## src/rtl/agen_pkg.sv

```systemverilog
package agen_pkg;

  typedef enum logic [1:0] {
    KIND_IDX = 2'd0,
    KIND_MOD = 2'd1,
    KIND_LEN = 2'd2,
    KIND_RSV = 2'd3
  } reg_kind_e;

  // Copies every set bit into all lower positions: the result is 2^k-1,
  // the smallest such value that is at least v.
  function automatic logic [31:0] fill_right(input logic [31:0] v);
    logic [31:0] r;
    r = v;
    r = r | (r >> 1);
    r = r | (r >> 2);
    r = r | (r >> 4);
    r = r | (r >> 8);
    r = r | (r >> 16);
    return r;
  endfunction

endpackage

```

## src/rtl/agen_wrap.sv

```systemverilog
module agen_wrap
  import agen_pkg::*;
#(
  parameter int AW = 14
) (
  input  logic [AW-1:0] cur,
  input  logic [AW-1:0] step,
  input  logic [AW-1:0] len,
  output logic [AW-1:0] nxt,
  output logic          wrap_hi,
  output logic          wrap_lo
);
  localparam int EW = AW + 2;

  logic [AW-1:0]        mask;
  logic [AW-1:0]        base;
  logic signed [EW-1:0] sum_s;
  logic signed [EW-1:0] base_s;
  logic signed [EW-1:0] top_s;
  logic signed [EW-1:0] len_s;
  logic signed [EW-1:0] res_s;
  logic                 ring_on;

  function automatic logic signed [EW-1:0] sext_step(input logic [AW-1:0] v);
    return signed'({{2{v[AW-1]}}, v});
  endfunction

  function automatic logic signed [EW-1:0] zext(input logic [AW-1:0] v);
    return signed'({2'b00, v});
  endfunction

  always_comb begin
    ring_on = (len != '0);
    mask    = AW'(fill_right(32'(len) - 32'd1));
    base    = cur & ~mask;
    len_s   = zext(len);
    base_s  = zext(base);
    top_s   = base_s + len_s - EW'(1);
    sum_s   = zext(cur) + sext_step(step);
    wrap_hi = ring_on && (sum_s > top_s);
    wrap_lo = ring_on && !wrap_hi && (sum_s < base_s);
    if (wrap_hi)      res_s = sum_s - len_s;
    else if (wrap_lo) res_s = sum_s + len_s;
    else              res_s = sum_s;
    nxt = res_s[AW-1:0];
  end

endmodule

```

## src/rtl/agen_bank.sv

```systemverilog
module agen_bank #(
  parameter int AW   = 14,
  parameter int NREG = 4,
  parameter int SW   = 2
) (
  input  logic                      clk,
  input  logic                      rst_n,
  input  logic                      wr_en,
  input  logic [SW-1:0]             wr_sel,
  input  logic [AW-1:0]             wr_data,
  input  logic                      upd_en,
  input  logic [SW-1:0]             upd_sel,
  input  logic [AW-1:0]             upd_data,
  output logic [NREG-1:0][AW-1:0]   regs
);

  for (genvar g = 0; g < NREG; g++) begin : g_reg
    logic [AW-1:0] q;
    logic          hit_wr;
    logic          hit_upd;
    assign hit_wr  = wr_en  && (wr_sel  == SW'(g));
    assign hit_upd = upd_en && (upd_sel == SW'(g));
    always_ff @(posedge clk or negedge rst_n) begin
      if (!rst_n)       q <= '0;
      else if (hit_wr)  q <= wr_data;
      else if (hit_upd) q <= upd_data;
    end
    assign regs[g] = q;
  end

endmodule

```

## src/rtl/agen_unit.sv

```systemverilog
module agen_unit
  import agen_pkg::*;
#(
  parameter int AW   = 14,
  parameter int NPTR = 4,
  parameter int SW   = 2
) (
  input  logic          clk,
  input  logic          rst_n,
  input  logic          wr_en,
  input  logic [1:0]    wr_kind,
  input  logic [SW-1:0] wr_sel,
  input  logic [AW-1:0] wr_data,
  input  logic [1:0]    rd_kind,
  input  logic [SW-1:0] rd_sel,
  output logic [AW-1:0] rd_val,
  input  logic          acc_en,
  input  logic [SW-1:0] acc_ptr,
  input  logic [SW-1:0] acc_mod,
  output logic [AW-1:0] addr,
  output logic          obs_fire,
  output logic [AW-1:0] obs_cur,
  output logic [AW-1:0] obs_step,
  output logic [AW-1:0] obs_len,
  output logic [AW-1:0] obs_nxt,
  output logic          obs_hi,
  output logic          obs_lo,
  output logic          obs_col
);
  localparam int NBANK = 3;

  logic [NBANK-1:0][NPTR-1:0][AW-1:0] bank_q;
  logic [NBANK-1:0]                   bank_wr;
  logic [AW-1:0]                      cur_ptr;
  logic [AW-1:0]                      cur_step;
  logic [AW-1:0]                      cur_len;
  logic [AW-1:0]                      step_nxt;
  logic                               hi_evt;
  logic                               lo_evt;

  for (genvar k = 0; k < NBANK; k++) begin : g_bank
    assign bank_wr[k] = wr_en && (wr_kind == 2'(k));
    agen_bank #(.AW(AW), .NREG(NPTR), .SW(SW)) u_bank (
      .clk      (clk),
      .rst_n    (rst_n),
      .wr_en    (bank_wr[k]),
      .wr_sel   (wr_sel),
      .wr_data  (wr_data),
      .upd_en   ((k == 0) ? acc_en : 1'b0),
      .upd_sel  (acc_ptr),
      .upd_data (step_nxt),
      .regs     (bank_q[k])
    );
  end

  assign cur_ptr  = bank_q[0][acc_ptr];
  assign cur_step = bank_q[1][acc_mod];
  assign cur_len  = bank_q[2][acc_ptr];

  agen_wrap #(.AW(AW)) u_wrap (
    .cur     (cur_ptr),
    .step    (cur_step),
    .len     (cur_len),
    .nxt     (step_nxt),
    .wrap_hi (hi_evt),
    .wrap_lo (lo_evt)
  );

  assign addr = cur_ptr;

  always_comb begin
    unique case (rd_kind)
      KIND_IDX: rd_val = bank_q[0][rd_sel];
      KIND_MOD: rd_val = bank_q[1][rd_sel];
      KIND_LEN: rd_val = bank_q[2][rd_sel];
      default:  rd_val = '0;
    endcase
  end

  assign obs_fire = acc_en;
  assign obs_cur  = cur_ptr;
  assign obs_step = cur_step;
  assign obs_len  = cur_len;
  assign obs_nxt  = step_nxt;
  assign obs_hi   = acc_en && hi_evt;
  assign obs_lo   = acc_en && lo_evt;
  assign obs_col  = acc_en && bank_wr[0] && (wr_sel == acc_ptr);

endmodule

```

## src/rtl/dual_agen.sv

```systemverilog
module dual_agen #(
  parameter int AW   = 14,
  parameter int NPTR = 4,
  parameter int SW   = $clog2(NPTR)
) (
  input  logic          clk,
  input  logic          rst_n,
  input  logic          wr_en,
  input  logic          wr_unit,
  input  logic [1:0]    wr_kind,
  input  logic [SW-1:0] wr_sel,
  input  logic [AW-1:0] wr_data,
  input  logic          rd_unit,
  input  logic [1:0]    rd_kind,
  input  logic [SW-1:0] rd_sel,
  output logic [AW-1:0] rd_data,
  input  logic          acc_a_en,
  input  logic [SW-1:0] acc_a_ptr,
  input  logic [SW-1:0] acc_a_mod,
  output logic [AW-1:0] addr_a,
  input  logic          acc_b_en,
  input  logic [SW-1:0] acc_b_ptr,
  input  logic [SW-1:0] acc_b_mod,
  output logic [AW-1:0] addr_b
);
  localparam int NUNIT = 2;

  logic [NUNIT-1:0]           en_v;
  logic [NUNIT-1:0][SW-1:0]   ptr_v;
  logic [NUNIT-1:0][SW-1:0]   mod_v;
  logic [NUNIT-1:0][AW-1:0]   addr_v;
  logic [NUNIT-1:0][AW-1:0]   rdv_v;
  logic [NUNIT-1:0]           obs_fire;
  logic [NUNIT-1:0][AW-1:0]   obs_cur;
  logic [NUNIT-1:0][AW-1:0]   obs_step;
  logic [NUNIT-1:0][AW-1:0]   obs_len;
  logic [NUNIT-1:0][AW-1:0]   obs_nxt;
  logic [NUNIT-1:0]           obs_hi;
  logic [NUNIT-1:0]           obs_lo;
  logic [NUNIT-1:0]           obs_col;

  assign en_v  = {acc_b_en,  acc_a_en};
  assign ptr_v = {acc_b_ptr, acc_a_ptr};
  assign mod_v = {acc_b_mod, acc_a_mod};

  for (genvar u = 0; u < NUNIT; u++) begin : g_unit
    agen_unit #(.AW(AW), .NPTR(NPTR), .SW(SW)) u_unit (
      .clk      (clk),
      .rst_n    (rst_n),
      .wr_en    (wr_en && (wr_unit == 1'(u))),
      .wr_kind  (wr_kind),
      .wr_sel   (wr_sel),
      .wr_data  (wr_data),
      .rd_kind  (rd_kind),
      .rd_sel   (rd_sel),
      .rd_val   (rdv_v[u]),
      .acc_en   (en_v[u]),
      .acc_ptr  (ptr_v[u]),
      .acc_mod  (mod_v[u]),
      .addr     (addr_v[u]),
      .obs_fire (obs_fire[u]),
      .obs_cur  (obs_cur[u]),
      .obs_step (obs_step[u]),
      .obs_len  (obs_len[u]),
      .obs_nxt  (obs_nxt[u]),
      .obs_hi   (obs_hi[u]),
      .obs_lo   (obs_lo[u]),
      .obs_col  (obs_col[u])
    );
  end

  assign addr_a  = addr_v[0];
  assign addr_b  = addr_v[1];
  assign rd_data = rd_unit ? rdv_v[1] : rdv_v[0];

endmodule

```

## config.mk

```make
export PLATFORM = sky130hd
export DESIGN_NAME = dual_agen
export DESIGN_NICKNAME = d
export VERILOG_FILES = /design/src/rtl/agen_pkg.sv /design/src/rtl/agen_wrap.sv /design/src/rtl/agen_bank.sv /design/src/rtl/agen_unit.sv /design/src/rtl/dual_agen.sv
export SDC_FILE = /design/constraint.sdc
export NUM_CORES = 1
export LEC_CHECK = 0
export ABC_AREA = 1
export BUFFER_PORTS_ARGS = -buffer_cell sky130_fd_sc_hd__buf_2
export CORE_ASPECT_RATIO = 1.1
export CORE_MARGIN = 4
export CORE_UTILIZATION = 50
export CTS_CLUSTER_DIAMETER = 200
export DETAILED_ROUTE_END_ITERATION = 10
export GPL_TIMING_DRIVEN = 1
export PLACE_DENSITY = 0.64
export SETUP_SLACK_MARGIN = 0.2
export SYNTH_ARGS = -nofsm -noshare
export SYNTH_HDL_FRONTEND = slang
export SYNTH_SLANG_ARGS = --single-unit
```

## constraint.sdc

```tcl
create_clock -name clk -period 8.45 [get_ports clk]
set_input_delay 0 -clock clk [delete_from_list [all_inputs] [get_ports clk]]
set_output_delay 0 -clock clk [all_outputs]
set_load 0.01 [all_outputs]
```

==> results.py <==
metrics = {
    "critical_path": {
        "worstSetupStartpointType": "register",
        "cp_max_fo": 15,
        "slowest_delay_ps": 470,
        "crit_type": "register to register",
        "worstPathArrival_ps": 7900,
        "cp.required_ps": 8910,
        "path_buf_inv": 4,
        "slowest_stage": "or3b_2",
        "critPathTopFamily": "simple AND/OR/NAND/NOR gates",
        "path_common_cell": "nand2_1",
        "endpoint_kind": "register",
    },
    "yosys": {
        "synth_top_flop_cell": "dfrtp_1",
        "synth_area_um2": 26500,
        "synth_nets": 4091,
        "ys_top_cells_by_area": "dfrtp_1 32%, nand2_1 14%, ha_1 9.4%, o21ai_0 9.2%, inv_1 6.6%",
        "postSynthCellCount": 3848,
        "syn_area_per_cell_um2": 6.88,
        "synthMostInstantiatedCell": "nand2_1",
        "ys_ff_latch": 336,
        "synth_top_cell_by_area": "dfrtp_1",
        "synth_cell_type_count": 52,
        "ys_seq_area_frac": 0.318,
        "netlist.area_leader.share": 0.318,
        "ys_warn_count": 0,
        "synth_common_cells": "977 x nand2_1, 486 x o21ai_0, 466 x inv_1",
        "synth-edff-count": 0,
        "async_reset_ff_frac": 1.00,
    },
    "global_routing": {
        "grt_pass1_wl_um": 149000,
        "grt_start_max_net_pins": 99,
        "gr-usage-all-layers": 0.335,
        "antenna_found_initial": 3,
        "grt_overflow": 0,
        "grt_pass1_vias": 25013,
    },
    "clocking": {
        "cts_tree": "done",
        "cts_setup_buffers": 0,
        "clkTransAtPathRegs_ps": 60,
        "cts_root_buf": "clkbuf_16",
        "htreeDepth": 2,
        "cts_buffers": 41,
        "clk_latency_ps": 580,
        "clkSinkCount": 336,
        "clockBufferDepth": 3,
    },
    "cells_and_area": {
        "area_growth_pct": 8.37,
        "ff_latch_area_um2": 8410,
        "layout-drive-gt1-share": 0.0616,
        "final_cells": 4526,
        "multi_input_area_um2": 15400,
        "top_regs": "g_unit.u_unit.g_bank.u_bank.g.q: 336 flops",
        "fillers": 5239,
        "nets": 4064,
        "regMostFlops": "g_unit.u_unit.g_bank.u_bank.g.q",
        "largest_register_ffs": 336,
    },
    "power_and_ir_drop": {
        "power_density_nw_per_um2": 384,
        "leakage_nw": 14.8,
        "ir_drop_uv": 281,
    },
    "run": {
        "drv_cap": 0,
    },
    "sta": {
        "fin_setup_tns_ps": 0,
        "tightest_slew_ps": 1230,
        "setup_viol": 0,
        "skew_ps": 20.0,
        "maxSlewViolCount": 0,
        "hold_ws_ps": 32.2,
        "period_needed_ps": 7440,
        "hold_viol": 0,
        "max_freq_ghz": 0.134,
        "finalCritPeriodShare": 0.881,
        "slew_headroom": 0.180,
        "rsz0062_at_grt": "no",
    },
    "floorplan": {
        "die_y_um": 249,
        "ios": 79,
        "die_width_um": 227,
        "rows": 88,
        "core_area_um2": 52400,
        "floorplan.initialDensity": 0.505,
        "die-area_um2": 56700,
    },
    "drt": {
        "routed-via-count": 26596,
        "wl_per_cell_um": 21.3,
        "drc": 0,
        "postRouteAntennaNets": 0,
        "drt_iter0_drc": 2690,
        "drtPass1Iterations": 6,
        "vias_per_cell": 5.88,
        "totalWireLength_um": 96600,
    },
    "status": {
        "status": "finished, final reports clean",
    },
    "place": {
        "dp.cells": 4449,
        "gp_congestion": 0.972,
        "hpwl_um": 67800,
        "port_buffers": 78,
    },
    "worst_hold_path": {
        "worstHoldPathType": "input pin to async pin",
    },
}
==> placed cells by master (no fill, tap or decap), drive strengths merged, types with 3 or more instances in the layout <==
| master | synthesis | routed |
|---|---|---|
| fa | 8 | 8 |
| a21o | 6 | 6 |
| clkbuf | 158 | 60 |
| nor2 | 259 | 259 |
| o221ai | 21 | 21 |
| dlygate4sd3 | 0 | 4 |
| o21bai | 25 | 25 |
| o31ai | 7 | 7 |
| dfrtp | 336 | 336 |
| a211oi | 12 | 12 |
| clkinv | 6 | 10 |
| o211ai | 26 | 26 |
| nand3 | 265 | 265 |
| inv | 473 | 475 |
| xnor2 | 17 | 17 |
| bufinv | 0 | 3 |
| a21oi | 171 | 171 |
| a221oi | 12 | 12 |
| o21ai | 488 | 488 |
| buf | 41 | 125 |
| nor4 | 4 | 4 |
| o21a | 6 | 6 |
| xor2 | 67 | 67 |
| nand4 | 20 | 20 |
| ha | 198 | 198 |
| nand2 | 987 | 987 |
| a22oi | 21 | 21 |
| a31oi | 4 | 4 |
| a311oi | 15 | 15 |
| o22ai | 155 | 155 |
| a32o | 6 | 6 |
| nor3 | 18 | 18 |
==> worst reg2reg max path, delay by kind of cell, from the launching register on <==
| kind | cells | cell delay, ps |
|---|---|---|
| AND/OR/NAND/NOR | 28 | 3470 |
| buffers and inverters | 4 | 430 |
| AO/OA/AOI/OAI | 11 | 1510 |
| adder cells (fa/ha/maj) | 5 | 1550 |
| flip-flops | 1 | 400 |
==> path summary, 6_finish.rpt <==
kind,slack (ps),end,depth (start not counted),startpoint
max,1010,g_unit[0].u_unit.g_bank[0].u_bank.g_reg[2].q[13]$_DFFE_PN0P_,48,g_unit[0].u_unit.g_bank[2].u_bank.g_reg[2].q[0]$_DFFE_PN0P_
min,30,g_unit[0].u_unit.g_bank[1].u_bank.g_reg[0].q[0]$_DFFE_PN0P_,2,rst_n
max reg2reg,1010,g_unit[0].u_unit.g_bank[0].u_bank.g_reg[2].q[13]$_DFFE_PN0P_,48,g_unit[0].u_unit.g_bank[2].u_bank.g_reg[2].q[0]$_DFFE_PN0P_
min reg2reg,490,g_unit[1].u_unit.g_bank[2].u_bank.g_reg[0].q[0]$_DFFE_PN0P_,2,g_unit[1].u_unit.g_bank[2].u_bank.g_reg[0].q[0]$_DFFE_PN0P_
max in group asynchronous,6380,g_unit[0].u_unit.g_bank[0].u_bank.g_reg[3].q[10]$_DFFE_PN0P_,4,rst_n
min in group clk,100,g_unit[1].u_unit.g_bank[0].u_bank.g_reg[3].q[0]$_DFFE_PN0P_,5,acc_b_ptr[1]
==> timing repair <==
action,in CTS,in global routing
endpoints found under the setup margin,0,25
hold buffers,4,0
gates resized for setup,0,1
endpoints found under the hold margin,111,0
==> per-layer routing <==
layer,GRT usage,up-vias,routed length (um)
met5,0,-,0
met4,0.205,0,7450
met3,0.0577,261,7470
met2,0.526,1160,43400
met1,0.429,12398,38200
li1,-,12777,-
==> per-stage QoR <==
stage | util | total power, W | worst slack, ps | instance area, um^2
5_1_grt | 0.547 | 0.0120 | 201 | 28700
2_1_floorplan | - | 0.00713 | 1700 | 26500
3_5_place_dp | 0.520 | 0.00907 | 592 | 27300
3_3_place_gp | 0.520 | 0.00902 | 729 | 27300
4_1_cts | 0.547 | 0.0109 | 979 | 28700
6_report | 0.547 | 0.0110 | 1010 | 28700
==> final cells by class <==
class                      count  area share
antenna                        2    0.000175
clock buffer                  60      0.0415
clock inverter                11     0.00563
inverter                     479      0.0628
multi-input combinational   2834       0.538
sequential                   336       0.293
tap                          675      0.0295
timing repair buffer         129      0.0288
==> power breakdown <==
group	total (W)	internal [W]	switching, W
Clock	0.00181	0.00107	0.000737
Sequential	0.00236	0.00207	0.000294
Combinational	0.00683	0.00232	0.00451
==> logic make-up (layout without fill, tap and decap cells) <==
group / after synthesis / in the layout / synth area share
and+or+nand+nor: 1560 / 1560 / 0.243
AOI/OAI and AO/OA: 984 / 984 / 0.213
buffers and inverters: 678 / 679 / 0.0991
DFF: 336 / 336 / 0.318
adders and majority gates: 206 / 206 / 0.0997
xor gates and xnor gates: 84 / 84 / 0.0278
other: 0 / 2 / 0
No activity file was read; power rests on OpenSTA's default activity.
